### config.mk
export PLATFORM = sky130hd
export DESIGN_NAME = synth_i2c_if
export DESIGN_NICKNAME = d
export VERILOG_FILES = /design/src/rtl/synth_i2c_pkg.sv /design/src/rtl/synth_i2c_cond_detect.sv /design/src/rtl/synth_i2c_byte_engine.sv /design/src/rtl/synth_reg_bank.sv /design/src/rtl/synth_i2c_if.sv
export SDC_FILE = /design/constraint.sdc
export NUM_CORES = 1
export LEC_CHECK = 0
export BUFFER_PORTS_ARGS = -buffer_cell sky130_fd_sc_hd__buf_2
export CAP_MARGIN = 15
export CORE_MARGIN = 2
export CORE_UTILIZATION = 62
export DETAILED_ROUTE_END_ITERATION = 8
export PLACE_DENSITY_LB_ADDON = 0.25
export SYNTH_ARGS = -nofsm -noshare
export SYNTH_HDL_FRONTEND = slang
export SYNTH_SLANG_ARGS = --single-unit
### constraint.sdc
create_clock -name clk -period 5.5 [get_ports clk]
set_clock_uncertainty 0.2 [all_clocks]
set_input_delay 0.55 -clock clk [delete_from_list [all_inputs] [get_ports clk]]
set_output_delay 0.55 -clock clk [all_outputs]
set_load 0.1 [all_outputs]
### src/rtl/synth_i2c_pkg.sv
`timescale 1ns/1ps
package synth_i2c_pkg;
  localparam int NDIV_W = 15;
  localparam int SW_W = 4;
  localparam int ADC_W = 3;
  localparam int CTL_W = 7;
  localparam logic [4:0] ADDR_PREFIX = 5'b11000;

  typedef enum logic [2:0] {
    BS_IDLE, BS_RECV, BS_ACK, BS_SEND, BS_RACK, BS_RWAIT
  } bus_st_e;

  typedef enum logic [1:0] {RT_ANY, RT_NLO, RT_SW} route_e;

  typedef struct packed {
    logic       cp;
    logic [2:0] test;
    logic [1:0] ref_sel;
    logic       amp_off;
  } ctl_t;

  localparam ctl_t CTL_RESET = '{cp: 1'b1, test: 3'd0, ref_sel: 2'd0, amp_off: 1'b0};
endpackage

### src/rtl/synth_i2c_cond_detect.sv
`timescale 1ns/1ps
module synth_i2c_cond_detect #(
  parameter int SYNC_STAGES = 2
) (
  input  logic clk,
  input  logic rst_n,
  input  logic scl_i,
  input  logic sda_i,
  output logic scl_rise,
  output logic scl_fall,
  output logic sda_lvl,
  output logic start_det,
  output logic stop_det
);
  localparam int PW = SYNC_STAGES + 1;

  logic [PW-1:0] scl_pipe, sda_pipe;
  logic scl_s, scl_d, sda_s, sda_d;

  always_ff @(posedge clk or negedge rst_n) begin
    if (!rst_n) begin
      scl_pipe <= '1;
      sda_pipe <= '1;
    end else begin
      scl_pipe <= {scl_pipe[PW-2:0], scl_i};
      sda_pipe <= {sda_pipe[PW-2:0], sda_i};
    end
  end

  assign scl_s = scl_pipe[SYNC_STAGES-1];
  assign scl_d = scl_pipe[SYNC_STAGES];
  assign sda_s = sda_pipe[SYNC_STAGES-1];
  assign sda_d = sda_pipe[SYNC_STAGES];

  assign scl_rise  = scl_s & ~scl_d;
  assign scl_fall  = ~scl_s & scl_d;
  assign sda_lvl   = sda_s;
  assign start_det = scl_s & scl_d & sda_d & ~sda_s;
  assign stop_det  = scl_s & scl_d & ~sda_d & sda_s;
endmodule

### src/rtl/synth_i2c_byte_engine.sv
`timescale 1ns/1ps
module synth_i2c_byte_engine
  import synth_i2c_pkg::*;
(
  input  logic       clk,
  input  logic       rst_n,
  input  logic       scl_rise,
  input  logic       scl_fall,
  input  logic       sda_lvl,
  input  logic       start_det,
  input  logic       stop_det,
  input  logic [1:0] addr_sel,
  input  logic [7:0] status_byte,
  output logic       sda_oe,
  output logic       byte_stb,
  output logic [7:0] byte_data,
  output logic       read_done
);
  bus_st_e    st_q, st_d;
  logic [2:0] bit_q, bit_d;
  logic [7:0] sh_q, sh_d, tx_q, tx_d, rx_q, rx_d;
  logic       addr_ph_q, addr_ph_d, rw_q, rw_d, ackdrv_q, ackdrv_d;
  logic       stb_q, stb_d, done_q, done_d;
  logic [7:0] sh_in;

  assign sh_in = {sh_q[6:0], sda_lvl};

  always_comb begin
    st_d      = st_q;
    bit_d     = bit_q;
    sh_d      = sh_q;
    tx_d      = tx_q;
    rx_d      = rx_q;
    addr_ph_d = addr_ph_q;
    rw_d      = rw_q;
    ackdrv_d  = ackdrv_q;
    stb_d     = 1'b0;
    done_d    = 1'b0;
    case (st_q)
      BS_RECV: if (scl_rise) begin
        sh_d  = sh_in;
        bit_d = bit_q + 3'd1;
        if (bit_q == 3'd7) begin
          ackdrv_d = 1'b0;
          if (addr_ph_q) begin
            if (sh_in[7:1] == {ADDR_PREFIX, addr_sel}) begin
              rw_d = sh_in[0];
              st_d = BS_ACK;
            end else begin
              st_d = BS_IDLE;
            end
          end else begin
            stb_d = 1'b1;
            rx_d  = sh_in;
            st_d  = BS_ACK;
          end
        end
      end
      BS_ACK: if (scl_fall) begin
        if (!ackdrv_q) begin
          ackdrv_d = 1'b1;
        end else begin
          ackdrv_d  = 1'b0;
          addr_ph_d = 1'b0;
          bit_d     = 3'd0;
          if (rw_q) begin
            st_d = BS_SEND;
            tx_d = status_byte;
          end else begin
            st_d = BS_RECV;
          end
        end
      end
      BS_SEND: if (scl_fall) begin
        bit_d = bit_q + 3'd1;
        if (bit_q == 3'd7) st_d = BS_RACK;
        else               tx_d = {tx_q[6:0], 1'b1};
      end
      BS_RACK: if (scl_rise) begin
        if (sda_lvl) begin
          st_d   = BS_IDLE;
          done_d = 1'b1;
        end else begin
          st_d = BS_RWAIT;
        end
      end
      BS_RWAIT: if (scl_fall) begin
        st_d  = BS_SEND;
        tx_d  = status_byte;
        bit_d = 3'd0;
      end
      default: ;
    endcase
    if (stop_det) st_d = BS_IDLE;
    if (start_det) begin
      st_d      = BS_RECV;
      bit_d     = 3'd0;
      addr_ph_d = 1'b1;
      ackdrv_d  = 1'b0;
      rw_d      = 1'b0;
    end
  end

  always_ff @(posedge clk or negedge rst_n) begin
    if (!rst_n) begin
      st_q      <= BS_IDLE;
      bit_q     <= '0;
      sh_q      <= '0;
      tx_q      <= '1;
      rx_q      <= '0;
      addr_ph_q <= 1'b0;
      rw_q      <= 1'b0;
      ackdrv_q  <= 1'b0;
      stb_q     <= 1'b0;
      done_q    <= 1'b0;
    end else begin
      st_q      <= st_d;
      bit_q     <= bit_d;
      sh_q      <= sh_d;
      tx_q      <= tx_d;
      rx_q      <= rx_d;
      addr_ph_q <= addr_ph_d;
      rw_q      <= rw_d;
      ackdrv_q  <= ackdrv_d;
      stb_q     <= stb_d;
      done_q    <= done_d;
    end
  end

  assign sda_oe    = ((st_q == BS_ACK) && ackdrv_q) || ((st_q == BS_SEND) && !tx_q[7]);
  assign byte_stb  = stb_q;
  assign byte_data = rx_q;
  assign read_done = done_q;
endmodule

### src/rtl/synth_reg_bank.sv
`timescale 1ns/1ps
module synth_reg_bank
  import synth_i2c_pkg::*;
(
  input  logic              clk,
  input  logic              rst_n,
  input  logic              xfer_begin,
  input  logic              byte_stb,
  input  logic [7:0]        byte_data,
  input  logic              read_done,
  output logic [NDIV_W-1:0] n_word,
  output ctl_t              ctl,
  output logic [SW_W-1:0]   sw_n,
  output logic              por
);
  route_e            rt_q, rt_d;
  logic [6:0]        hi_q, hi_d;
  logic [NDIV_W-1:0] n_q, n_d;
  ctl_t              ctl_q, ctl_d;
  logic [SW_W-1:0]   sw_q, sw_d;
  logic              por_q, por_d;
  logic              n_en, ctl_en, sw_en, hi_en;

  always_comb begin
    rt_d   = rt_q;
    n_en   = 1'b0;
    ctl_en = 1'b0;
    sw_en  = 1'b0;
    hi_en  = 1'b0;
    if (xfer_begin) begin
      rt_d = RT_ANY;
    end else if (byte_stb) begin
      case (rt_q)
        RT_NLO: begin n_en = 1'b1; rt_d = RT_ANY; end
        RT_SW:  begin sw_en = 1'b1; rt_d = RT_ANY; end
        default: begin
          if (byte_data[7]) begin ctl_en = 1'b1; rt_d = RT_SW; end
          else              begin hi_en  = 1'b1; rt_d = RT_NLO; end
        end
      endcase
    end
    hi_d  = hi_en  ? byte_data[6:0] : hi_q;
    n_d   = n_en   ? {hi_q, byte_data} : n_q;
    ctl_d = ctl_en ? ctl_t'(byte_data[CTL_W-1:0]) : ctl_q;
    sw_d  = sw_en  ? byte_data[SW_W-1:0] : sw_q;
    por_d = read_done ? 1'b0 : por_q;
  end

  always_ff @(posedge clk or negedge rst_n) begin
    if (!rst_n) begin
      rt_q  <= RT_ANY;
      hi_q  <= '0;
      n_q   <= '0;
      ctl_q <= CTL_RESET;
      sw_q  <= '1;
      por_q <= 1'b1;
    end else begin
      rt_q  <= rt_d;
      hi_q  <= hi_d;
      n_q   <= n_d;
      ctl_q <= ctl_d;
      sw_q  <= sw_d;
      por_q <= por_d;
    end
  end

  assign n_word = n_q;
  assign ctl    = ctl_q;
  assign sw_n   = sw_q;
  assign por    = por_q;
endmodule

### src/rtl/synth_i2c_if.sv
`timescale 1ns/1ps
module synth_i2c_if
  import synth_i2c_pkg::*;
#(
  parameter int SYNC_STAGES = 2
) (
  input  logic              clk,
  input  logic              rst_n,
  input  logic              scl_i,
  input  logic              sda_i,
  output logic              sda_oe,
  input  logic [1:0]        addr_sel,
  input  logic              lock_i,
  input  logic              acps_i,
  input  logic [ADC_W-1:0]  adc_code,
  output logic [NDIV_W-1:0] n_word,
  output logic              cp_hi,
  output logic [2:0]        test_bits,
  output logic [1:0]        ref_sel,
  output logic              amp_off,
  output logic [SW_W-1:0]   sw_n
);
  logic [1:0] rst_pipe;
  logic       rst_sync_n;
  logic       scl_rise, scl_fall, sda_lvl, start_det, stop_det;
  logic       byte_stb, read_done, por_q;
  logic [7:0] byte_data, status_byte;
  ctl_t       ctl_q;

  always_ff @(posedge clk or negedge rst_n) begin
    if (!rst_n) rst_pipe <= '0;
    else        rst_pipe <= {rst_pipe[0], 1'b1};
  end
  assign rst_sync_n = rst_pipe[1];

  assign status_byte = {por_q, lock_i, acps_i, 2'b11, adc_code};

  synth_i2c_cond_detect #(.SYNC_STAGES(SYNC_STAGES)) u_cond (
    .clk(clk), .rst_n(rst_sync_n), .scl_i(scl_i), .sda_i(sda_i),
    .scl_rise(scl_rise), .scl_fall(scl_fall), .sda_lvl(sda_lvl),
    .start_det(start_det), .stop_det(stop_det)
  );

  synth_i2c_byte_engine u_eng (
    .clk(clk), .rst_n(rst_sync_n), .scl_rise(scl_rise), .scl_fall(scl_fall),
    .sda_lvl(sda_lvl), .start_det(start_det), .stop_det(stop_det),
    .addr_sel(addr_sel), .status_byte(status_byte), .sda_oe(sda_oe),
    .byte_stb(byte_stb), .byte_data(byte_data), .read_done(read_done)
  );

  synth_reg_bank u_bank (
    .clk(clk), .rst_n(rst_sync_n), .xfer_begin(start_det), .byte_stb(byte_stb),
    .byte_data(byte_data), .read_done(read_done), .n_word(n_word),
    .ctl(ctl_q), .sw_n(sw_n), .por(por_q)
  );

  assign cp_hi     = ctl_q.cp;
  assign test_bits = ctl_q.test;
  assign ref_sel   = ctl_q.ref_sel;
  assign amp_off   = ctl_q.amp_off;
endmodule

==> results.txt, run 1 <==
* Top cells by area in the synthesized netlist: dfrtp_1 (43%), mux2_2 (16%), dfstp_2 (16%), nand2_1 (2.6%), mux2i_1 (2.4%)
- Walking the worst path, the cells encountered are nand2b_1, a211oi_1, buf_2.
- The die is 77.5 µm tall.
- Reg-to-Reg Start: u_eng.st_q[0]
- Slew Limit Fails: 0
* Finished Core Util: between 70% and 80%
- For this run, asynchronously set or reset flops after synthesis account for between 90% and 100%.
- Boundary pin count: 38
- At the pin with the least slew margin, the transition time is around 0.83 ns.
- TritonCTS Sinks: 78
- Static leakage power: 1.96 nW
* Crit. Startpoint: u_eng.st_q[1]
* Number of antenna violations at the first check in global routing: 0
* Area share of the leading cell type in the synthesized netlist: a little over two fifths
- Together, buffers and inverters on the worst path number 1.
* Critical Path Start Type: flip-flop
- STA puts the critical path data required time at 4.75 ns.
- In this run the deepest clock path goes through 2 buffers.
- Number of synthesized flops with an enable pin: 0
- Placed wire-length estimate: approximately 4000 µm
- Number of violations of the max-capacitance limit: 0
- Critical path depth in cells: 3
- GR Overflow Total: 0
* Post-Route WL: between 5000 and 6000 µm
* Aggregate global-route resource usage: between 20% and 30%
* Power Dens Cells: around 300 nW/µm²
* Worst slew slack as a fraction of its limit: approximately 45%
- Crit Path Max Fanout: 15
- Worst Setup EP: sda_oe
* Sequential Area: just under 2000 µm²
* Horizontal die dimension: slightly below 80 µm
- Result of the run: completed
- The worst setup path is captured at a primary output.
- The min-delay analysis places its worst path in the category flip-flop to async pin.
- The later pin in the worst-skew pair is clocked with a latency of about 0.34 ns.
- Unrepaired setup endpoints after global routing: no
* Placed Instances: between 300 and 400
- Derived from the worst setup path, the maximum achievable clock frequency is roughly 370 MHz.
- Final weighted congestion of routability-driven global placement: 0.828
- Post-route clock period utilization: between 40% and 50%
* Warnings, synthesis: 0
- After routing, the total negative slack on setup checks comes to 0 ns.
* Number of vias per cell: about 5.6
- Delay of the slowest cell on the worst path: between 0.6 and 0.7 ns
* Number of vias after detailed routing: about 2.1k
* Area occupied by multi-input gates: 1290 µm²
- In this run the remaining antenna-violating nets after routing total 0.
* Global-route wire length before repair: between 10000 and 15000 µm
* Total nets after synthesis: about 270
- Kind of cell adding the most delay to the critical path: flip-flops
* Critical Path AT: 1.95 ns
- Count of final setup violators: 0
* Number of standard cells after synthesis: approximately 260
- Final std cell area, no fill: between 3000 and 4000 µm²
- Crit path max-delay cell type: dfrtp_1
* Routed length per placed instance: roughly 16 µm
- The top cell types in the final layout, fill and taps aside, are dfrtp_1 (57), mux2_2 (49), buf_2 (37).
- Number of fill cells: roughly 350
- The worst setup path is of the flip-flop to primary output kind.
* Tmin final: approximately 2.7 ns
- Most used flip-flop cell after synthesis: dfrtp_1
* # H-tree levels: 3
- Entering global routing, the biggest net connects 47 pins.
- Post-placement cell area: 3570 µm²
* Flop-to-flop setup slack: around 3.2 ns
* Final hold viol count: 0
- 0 antenna diodes ended up in the layout.
- After synthesis, flip-flops and latches occupy between 50 and 60% of the total area.
- Compared with the post-synthesis result, the final layout area differs by 12.9%.
* Worst-case vdd ir drop: between 0.2 and 0.25 mV
- The cell sitting at the root of the clock tree is a clkbuf_8.
- For this configuration, the core starts out at a cell density of about two thirds.
- Site Rows: 26
* Count of unique library cells instantiated by Yosys: 43
* Most frequent standard cell in the layout excluding fill and tap cells: dfrtp_1
- In this run the cell area of the synthesized design comes to approximately 3400 µm².
* Non-filler cells, final: approximately 370
- The via count of the first global-routing pass was around 2.2k.
* Power after layout: approximately 1.1 mW
- Setup slack closes at ~2.8 ns.
- For this run, design rule violations remaining after detail routing come to 0.
* Worst Hold Slack: roughly 0.094 ns
* Fraction of layout cells with a size suffix above 1: 42.1%
* Number of optimization iterations in the first detailed-route pass: 4
* Path depth of the worst reg2reg path: 5
- Pre-CTS setup slack: ~3.2 ns
* Library cell with the largest summed area after synthesis: dfrtp_1
* Synthesis-stage register bit count: 78
* Core region area: 5170 µm²
- Total of buffers placed on input and output ports: 37
* Die area: between 6000 and 7000 µm²
- TritonCTS built the clock tree.
* Avg Cell Area, Syn: between 10 and 15 µm²
- R2r endpoint: u_eng.byte_data[7]
- TritonCTS Buffers: 9
* Post-CTS Setup Bufs: 0
- After the last flow step, the layout net total stands at 314.
* Clock slew at the register clock pins of the worst setup and hold paths: 0.07 ns
* Count of routing violations after the opening detailed-route iteration: 133
[synth_stat cells (2+ instances only)]
| cell | count |
|---|---|
| a211oi_1 | 2 |
| a21oi_1 | 4 |
| buf_2 | 3 |
| buf_4 | 2 |
| buf_6 | 2 |
| dfrtp_1 | 58 |
| dfstp_2 | 20 |
| ha_1 | 4 |
| inv_1 | 5 |
| mux2_2 | 49 |
| mux2i_1 | 8 |
| nand2_1 | 23 |
| nand2b_1 | 6 |
| nand3_1 | 5 |
| nand3b_1 | 4 |
| nand4_1 | 2 |
| nor2_1 | 17 |
| nor2b_1 | 4 |
| o211ai_1 | 3 |
| o21ai_0 | 11 |
| o22ai_1 | 3 |
| xnor2_1 | 2 |
[where the power goes]
| group | internal [mW] | switching [mW] |
|---|---|---|
| Combinational | 0.0358 | 0.0347 |
| Clock | 0.234 | 0.195 |
| Sequential | 0.601 | 0.0330 |
| Total | 0.871 | 0.262 |
[per-layer routing]
layer | vias to the layer above | share of wire, % | global-route usage (%)
met1 | 1054 | 46 | 30.9
met5 | - | 0 | 0
met4 | 0 | 1.3 | 6.96
met2 | 59 | 48 | 34.8
li1 | 987 | - | -
met3 | 11 | 4.9 | 5.70
[cells by family (layout without fill, tap and decap cells)]
family / after synthesis / in the layout / synth area share (%)
buffers and inverters: 14 / 60 / 2.39
other: 1 / 1 / 0.112
adder cells (fa/ha/maj): 4 / 4 / 1.49
XOR/XNOR: 3 / 3 / 0.784
AO/OA/AOI/OAI: 30 / 30 / 5.64
flip-flops: 78 / 78 / 59.0
multiplexers: 57 / 57 / 18.9
AND/OR/NAND/NOR: 71 / 71 / 11.8
[worst reg2reg max path: stages (launching register included)]
cell and delay, ns:
dfrtp_1 0.64, and4bb_1 0.32, and2b_1 0.39, nand2_4 0.11, nor2_8 0.18, mux2_2 0.36
[area by class of cell]
type	instances	area share [%]
Sequential cell	78	52.3
Clock buffer	13	4.20
Clock inverter	3	1.12
Inverter	5	0.496
Multi-Input combinational cell	166	34.2
Timing Repair Buffer	39	5.36
Tap cell	70	2.31
[how the worst min path moves through the flow]
stage	startpoint	slack [ns]	endpoint
global placement	rst_pipe[1]	0.12	u_eng.bit_q[1]
detailed placement	rst_pipe[1]	0.13	u_eng.bit_q[1]
finish	rst_pipe[1]	0.09	u_eng.bit_q[0]
floorplan	rst_n	0.05	rst_pipe[0]
CTS	scl_i	0.09	u_cond.scl_pipe[0]
global route	scl_i	0.08	u_cond.scl_pipe[0]
[timing repair]
| action | CTS | global route |
|---|---|---|
| hold buffers | 1 | 0 |
| hold endpoints to repair | 2 | 0 |
| gates resized for setup | 0 | 0 |
| setup endpoints to repair | 0 | 0 |
[flip-flops by register name, summed over array words and instances, names as in the netlist]
signal / count
u_bank.rt_q: 2
u_cond.scl_pipe: 3
u_cond.sda_pipe: 3
u_eng.sh_q: 7
u_eng.read_done: 1
u_eng.bit_q: 3
u_eng.tx_q: 8
u_bank.n_word: 15
u_bank.ctl: 7
u_eng.addr_ph_q: 1
u_eng.rw_q: 1
u_eng.byte_stb: 1
u_bank.hi_q: 7
u_bank.sw_n: 4
u_eng.st_q: 3
u_bank.por: 1
u_eng.ackdrv_q: 1
u_eng.byte_data: 8
rst_pipe: 2
Note: power is estimated with default switching activity, not from simulation.
==> run 2, diff against run 1 <==
--- a/config.mk
+++ b/config.mk
@@ -5,10 +5,11 @@
 export SDC_FILE = /design/constraint.sdc
 export NUM_CORES = 1
 export LEC_CHECK = 0
+export ABC_AREA = 1
 export BUFFER_PORTS_ARGS = -buffer_cell sky130_fd_sc_hd__buf_2
 export CAP_MARGIN = 15
 export CORE_MARGIN = 2
-export CORE_UTILIZATION = 62
+export CORE_UTILIZATION = 58
 export DETAILED_ROUTE_END_ITERATION = 8
 export PLACE_DENSITY_LB_ADDON = 0.25
 export SYNTH_ARGS = -nofsm -noshare
==> constraint.sdc (replaced) <==
create_clock -name clk -period 2.6 [get_ports clk]
set_clock_uncertainty 0.2 [all_clocks]
set_input_delay 0.26 -clock clk [delete_from_list [all_inputs] [get_ports clk]]
set_output_delay 0.26 -clock clk [all_outputs]
set_load 0.1 [all_outputs]
==> run 2 against run 1 <==
Effect of this change:
- clock power rose by 99%
- core utilization shrank 3.6 points
- non-clock buffer count rose by 5
- worst setup slack got worse by 2.5 ns
- wire length rose by 5.9%
- clock-buffer cell count decreased by 1
- critical path depth up 3
- die area rose by 8.0%
- final area increased by 2.5%
- via count increased by 26%
- cell count up 37%
- combinational power increased to 2.9 times the previous value
==> results.txt, run 2 <==
- The worst hold path belongs to the class input port to async pin.
- Number of violations of the max-capacitance limit: 0
- Highest achievable clock rate: around 430 MHz
* Total of buffers placed on input and output ports: 37
* Area share of and/or/nand/nor cells after synthesis: between 20% and 30%
- Count of routing violations after the opening detailed-route iteration: between 150 and 200
- Most used flip-flop cell after synthesis: dfrtp_1
- Summing the areas of all fa, ha and maj instances in the mapped netlist gives about 1.5% of the synthesized area.
* Synthesis-stage register bit count: 78
- The synthesized design spends more area on one cell type than any other, namely dfrtp_1.
- Number of vias per cell: 5.18
- Counting every sink on the clock net gives 78.
- By instance count, the leading cell after synthesis is nand2_1.
* Combinational family with the most area after synthesis: simple AND/OR/NAND/NOR gates
- The worst register-to-register path ends at u_bank.hi_q[2].
- Yosys mapped a number of flops with a built-in enable equal to 0.
- Flop-to-flop setup slack: between 0.6 and 0.7 ns
- Clock tree root driver cell: clkbuf_8
* Power after layout: 2.39 mW
* Starting density of the core: between 60% and 70%
- The register with the most flip-flops in the layout has 15 of them.
- Worst slew slack as a fraction of its limit: 64.3%
- Compound-gate portion of the synthesized area: 9.19%
* Crit Path Max Fanout: 9
* Non-filler cells, final: just over 500
- For this run, design rule violations remaining after detail routing come to 0.
- TritonCTS clock tree: built
- The floorplan step defined a core boundary enclosing ~5600 µm².
- Post-route clock period utilization: between 80% and 90%
* Number of standard cells after synthesis: 393
* Global routing usage on met2: around a third
- Area share of the leading cell type in the synthesized netlist: a little over two fifths
- Entering global routing, the biggest net connects 55 pins.
- TritonCTS Buffers: 9
- Commonest cells in the netlist: nand2_1 (121), dfrtp_1 (58), inv_1 (34)
* Final hold viol count: 0
- Number of antenna violations at the first check in global routing: 0
- The run finished with clean final reports.
- STA classifies the critical path startpoint as a flip-flop.
- The worst setup path is captured at a primary output.
- Clock insertion delay at the later pin of the skew report: approximately 0.34 ns
- Number of fill cells: between 400 and 500
* Unrepaired setup endpoints after global routing: no
- Number of optimization iterations in the first detailed-route pass: 7
* Post-CTS Setup Bufs: 0
- GR Overflow Total: 0
- STA puts the critical path data required time at about 2.1 ns.
- Avg Cell Area, Syn: about 8.7 µm²
- After detailed routing, the average wire length per cell comes to ~12 µm.
- # H-tree levels: 3
* Final WS setup: 0.296 ns
* Mux contribution to synthesized area: 0%
- Fraction of layout cells with a size suffix above 1: 22.2%
- The via count of the first global-routing pass came to approximately 2.6k.
- Sequential Area: just under 2000 µm²
* Global-route wire length before repair: approximately 11000 µm
* Final weighted congestion of routability-driven global placement: 0.945
* Leading cell types in the layout, fill and taps excluded: nand2_1 (121), dfrtp_1 (57), buf_2 (37)
- Slew at the pin with the worst max-slew slack: between 0.5 and 0.6 ns
- Static leakage power: between 1.5 and 2 nW
- The routed layout has approximately 2.7k vias.
- The number of cells on the worst reg-to-reg path is 5.
- Resized cells post-CTS: 0
- The repair_antennas step left the layout with diodes totalling 0.
* Reg-to-Reg Start: u_cond.sda_pipe[1]
- After clock tree synthesis, the clock-pin slew on the worst setup and hold paths is 0.07 ns.
- WS Path Type: flip-flop to primary output
* Mapped Area: 3400 µm²
- Sequential area share after synthesis: around three fifths
- Area occupied by multi-input gates: about 1200 µm²
- Placed wire-length estimate: between 4000 and 5000 µm
* Slew Limit Fails: 0
- Of all flip-flops after synthesis, the portion carrying an async set or reset was 100%.
* Total nets after synthesis: around 410
- For met1 alone, demand over resource in global routing was 29.4%.
- In this run the count of I/O pins placed on the die edge is 38.
- For met3 alone, demand over resource in global routing was 5.84%.
- Nets: approximately 450
- Growth of design area from synthesis to finish: 14.0%
* Site Rows: 27
- Pre-CTS setup slack: approximately 0.67 ns
* Critical Path AT: approximately 1.8 ns
- Tmin final: between 2 and 2.5 ns
- Hold repair after CTS inserted 3 buffers.
- Most Crowded Layer GR: met2
- Final ANT Viol Nets: 0
- Measured along the y axis, the die boundary spans 80.6 µm.
* Warnings, synthesis: 0
- Horizontal die dimension: 80.6 µm
- After routing, the total negative slack on setup checks comes to 0 ns.
- Post-Route WL: between 6000 and 7000 µm
* Worst-case vdd ir drop: about 0.55 mV
- In the post-synthesis netlist, the biggest area contributors are dfrtp_1 (43%), dfstp_2 (15%), nand2_1 (13%), o21ai_0 (4.7%), nand3_1 (3.8%).
- Xor and xnor area share after synthesis: 0%
- Aggregate global-route resource usage: around 22%
- Power Dens Cells: slightly above 600 nW/µm²
* Count of final setup violators: 0
* Most frequent standard cell in the layout excluding fill and tap cells: nand2_1
- Counting tap cells, the placed design contains a total of 495 instances.
- Yosys mapped the design onto 25 distinct sky130hd cell types.
- The die covers about 6500 µm².
- The longest clock path from root to sink contains 2 buffers.
==> run 2: cell type report <==
cell class | instances | share of cell area [%]
repair buffers | 44 | 6.65
well taps | 72 | 2.32
inverters | 41 | 3.97
clock buffers | 12 | 3.48
flip-flops and latches | 78 | 51.0
multi-input cells | 263 | 31.3
clock inverters | 4 | 1.26
==> run 2: cells by family after synthesis <==
logic type / count (synthesis)
and+or+nand+nor: 196
DFF: 78
AOI/OAI and AO/OA: 62
buffers and inverters: 52
adders and majority gates: 4
other: 1
==> run 2: layer usage <==
layer,wire length (µm),vias up
li1,-,1339
met1,3090,1257
met2,2820,56
met3,285,9
met4,81,0
met5,0,-
==> run 2: worst max-delay path, cell delays in order, from the launching register on <==
cell,delay [ns]
dfrtp_1,0.48
inv_1,0.13
nand2_2,0.10
nor2_1,0.20
nand2_1,0.09
o21ai_1,0.08
buf_2,0.43
==> run 2: worst max path at each step <==
stage	to	start
2_1_floorplan	sda_oe	u_eng.st_q[0]
3_3_place_gp	sda_oe	u_eng.st_q[2]
3_5_place_dp	sda_oe	u_eng.st_q[2]
4_1_cts	sda_oe	u_eng.st_q[2]
5_1_grt	sda_oe	u_eng.st_q[2]
6_report	sda_oe	u_eng.st_q[2]
==> run 2: per-stage QoR <==
| stage | cell area, µm² | utilization (%) | hold WS (ns) |
|---|---|---|---|
| after floorplan | 3400 | - | -0.236 |
| after global placement | 3660 | 65.7 | -0.155 |
| after detailed placement | 3660 | 65.7 | -0.154 |
| after CTS | 3880 | 69.6 | 0.00587 |
| after global routing | 3880 | 69.6 | 0.0191 |
| final | 3880 | 69.6 | 0.0217 |
==> run 2: power by group <==
part | switching (mW) | internal [mW]
combinational | 0.128 | 0.0774
sequential | 0.0511 | 1.28
clock | 0.412 | 0.443
total | 0.591 | 1.80
==> run 3, diff against run 2 <==
--- a/config.mk
+++ b/config.mk
@@ -9,9 +9,10 @@
 export BUFFER_PORTS_ARGS = -buffer_cell sky130_fd_sc_hd__buf_2
 export CAP_MARGIN = 15
 export CORE_MARGIN = 2
-export CORE_UTILIZATION = 58
+export CORE_UTILIZATION = 59
 export DETAILED_ROUTE_END_ITERATION = 8
 export PLACE_DENSITY_LB_ADDON = 0.25
 export SYNTH_ARGS = -nofsm -noshare
 export SYNTH_HDL_FRONTEND = slang
+export SYNTH_HIERARCHICAL = 1
 export SYNTH_SLANG_ARGS = --single-unit
==> constraint.sdc (replaced) <==
create_clock -name clk -period 2.6 [get_ports clk]
set_clock_uncertainty 0.2 [all_clocks]
set_input_delay 0.52 -clock clk [delete_from_list [all_inputs] [get_ports clk]]
set_output_delay 0.52 -clock clk [all_outputs]
set_load 0.1 [all_outputs]
==> run 3 against run 2 <==
Effect of this change:
- clock-buffer cell count shrank 1
- largest power group unchanged
- sequential power about the same
- critical endpoint unchanged
- combinational power is 40% higher
- sequential share of layout area shrank 4.4 points
- core utilization fell by 2.0 points
- register-to-register slack got worse by 0.11 ns
- die area rose by 8.8%
- global-route usage is 0.43 points higher
- clock power grew 16%
- via count is 8.9% higher
==> results.txt, run 3 <==
- The worst-case IR drop observed on VDD is around 0.47 mV.
* Clock slew at the register clock pins of the worst setup and hold paths: ~0.080 ns
- Combinational family with the most area after synthesis: simple AND/OR/NAND/NOR gates
- Crit Path Max Fanout: 4
- Number of flip-flops under the largest register name: 15
* Non-filler cells, final: about 560
- Number of synthesized flops with an enable pin: 0
* Critical Path AT: 1.68 ns
* Power Dens Cells: roughly 600 nW/µm²
* Nets: roughly 500
* Adder and majority cell fraction of the synthesized area: around 1.3%
- Number of violations of the max-capacitance limit: 0
* Post-Route WL: 7260 µm
- The H-tree was split into 3 levels.
* Slew at the pin with the worst max-slew slack: roughly 0.57 ns
* Final hold viol count: 0
- Fraction of layout cells with a size suffix above 1: between 20 and 25%
* Required time at the endpoint of the critical path: 1.88 ns
- The floorplan step set the die height to about 84 µm.
* Most frequent standard cell in the layout excluding fill and tap cells: nand2_1
- Count of final setup violators: 0
* Die area: between 7000 and 8000 µm²
* Mapped Area: between 3000 and 4000 µm²
- Once detailed placement completed, the half-perimeter wirelength came to around 5200 µm.
* Commonest cells in the netlist: nand2_1 (163), dfrtp_1 (58), inv_1 (36)
* Number of antenna violations at the first check in global routing: 0
- For this block, the initial DRC count from the detailed router was 186.
* Global-route wire length before repair: ~13000 µm
- In the layout the commonest cells are nand2_1 (163), dfrtp_1 (57), buf_2 (37).
* Mux contribution to synthesized area: less than 1%
- Number of vias after detailed routing: 2898
- At the end of routability-driven placement, the weighted congestion stood at about 0.95.
- Buffers inserted during clock tree synthesis total 9.
- Before CTS, the worst setup slack after placement is around 0.58 ns.
- Final WS setup: 0.202 ns
- After layout, the design draws a total of approximately 2.6 mW.
* Finished Core Util: 67.6%
- STA classifies the critical path endpoint as a primary output.
* Clock insertion delay at the later pin of the skew report: approximately 0.35 ns
- Most frequent cell after synthesis: nand2_1
- In this run, distinct cell masters in the synthesized netlist total 33.
- Worst Hold Slack: 0.0680 ns
- Summing the areas of all compound-gate instances in the mapped netlist gives 6.16% of the synthesized area.
- After global routing the overflow that remains totals 0.
- The first detailed-routing pass ran for 5 iterations.
* Starting density of the core: 60.2%
* Total of buffers placed on input and output ports: 37
* Highest achievable clock rate: 417 MHz
- Clock tree root driver cell: clkbuf_8
- Sequential area share after synthesis: a little over half
- Summing the areas of all and, or, nand and nor instances in the mapped netlist gives 32.3% of the synthesized area.
- The worst setup path is launched from a flip-flop.
- Sum of negative setup slack: 0 ns
- Most used flip-flop cell after synthesis: dfrtp_1
- Static leakage power: between 2 and 2.5 nW
- Synthesis-stage register bit count: just under 80
* Type of the tightest min-delay check: flip-flop to async pin
- Area share of the leading cell type in the synthesized netlist: 38.4%
- The placed instances occupy a cell area of approximately 4000 µm².
- Top cells by area in the synthesized netlist: dfrtp_1 (38%), nand2_1 (16%), dfstp_2 (14%), nand3_1 (4.5%), inv_1 (3.6%)
- TritonCTS built the clock tree.
* TritonCTS Sinks: 78
- Of all cell types, the one taking the most synthesized area is dfrtp_1.
- The run finished with clean final reports.
- Vias in the first global route: about 2.8k
- Placed Instances: 547
- Entering global routing, the biggest net connects 53 pins.
* Number of vias per cell: 5.14
- Final ANT Viol Nets: 0
- In the final routed layout, each cell accounts on average for 12.9 µm.
- Slew Limit Fails: 0
- Avg Cell Area, Syn: 8.69 µm²
- Growth of design area from synthesis to finish: 12.2%
* Unrepaired setup endpoints after global routing: no
* Tmin final: approximately 2.4 ns
- The synthesized netlist devotes 0% of its cell area to XOR and XNOR gates.
- Warnings, synthesis: 6
* Number of standard cells after synthesis: about 440
* Post-route clock period utilization: just over 90%
- Measured against its own limit, the worst slew margin works out to 62.0%.
- Counting flops with an async set or reset pin after synthesis yields a share of 100%.
- The die is 84.0 µm wide.
- In this run the count of I/O pins placed on the die edge is 38.
- The floorplan has 29 rows.
* WS Path Type: flip-flop to primary output
- Remaining DRCs: 0
- The repair_antennas step left the layout with diodes totalling 0.
* Core region area: 6280 µm²
* Final std cell area, no fill: between 4000 and 5000 µm²
- The filler cells instantiated in the layout total around 540.
- Maximum count of clock buffers along a single path: 2
- Aggregate global-route resource usage: between 20 and 25%
run 3: power breakdown:
part | internal (mW) | switching (mW) | total, mW | leakage [nW]
Clock | 0.569 | 0.425 | 0.993 | 0.110
Combinational | 0.107 | 0.181 | 0.288 | 1.27
Sequential | 1.28 | 0.0583 | 1.34 | 1.00
run 3: timing repair:
item,CTS,global route
resized for setup,0,0
endpoints found under the hold margin,2,0
hold buffers,1,0
buffers inserted,0,0
run 3: worst paths after layout:
check | from | endpoint | slack (ns) | cells after the start
setup / recovery | u_eng/st_q[1] | sda_oe | 0.20 | 5
hold / removal | rst_pipe[1] | u_eng/byte_data[4] | 0.07 | 0
setup reg to reg | u_cond/scl_pipe[1] | u_eng/bit_q[2] | 0.57 | 9
hold reg to reg | rst_pipe[1] | u_eng/byte_data[4] | 0.07 | 0
max in group asynchronous | rst_pipe[1] | u_eng/tx_q[1] | 1.41 | 1
min in group clk | sda_i | u_cond/sda_pipe[0] | 0.07 | 1
run 3: cell families (layout without fill, tap and decap cells):
family | Yosys count | count (layout)
simple gates | 258 | 258
flops | 78 | 78
buf+inv | 51 | 101
compound gates | 42 | 42
fa+ha+maj | 4 | 4
other cells | 1 | 3
mux | 1 | 1
run 3: cell type report:
type	instances	area, µm²	share of cell area (%)
Sequential cell	78	1980	46.6
Multi-Input combinational cell	308	1530	36.0
Timing Repair Buffer	44	253	5.96
Inverter	41	164	3.86
Clock buffer	11	141	3.33
Tap cell	77	96.3	2.27
Clock inverter	5	81.3	1.92
run 3: routing by layer:
| layer | track usage [%] | routed length (µm) |
|---|---|---|
| met4 | 7.77 | 104 |
| met2 | 35.4 | 3360 |
| met3 | 6.03 | 328 |
| met5 | 0 | 0 |
| met1 | 30.7 | 3460 |
run 3: critical path, cell delays in order (launching register included):
cell	delay [ns]
dfrtp_1	0.50
nand2_4	0.11
nor2_4	0.13
nand2_1	0.10
o21ai_2	0.06
buf_2	0.43
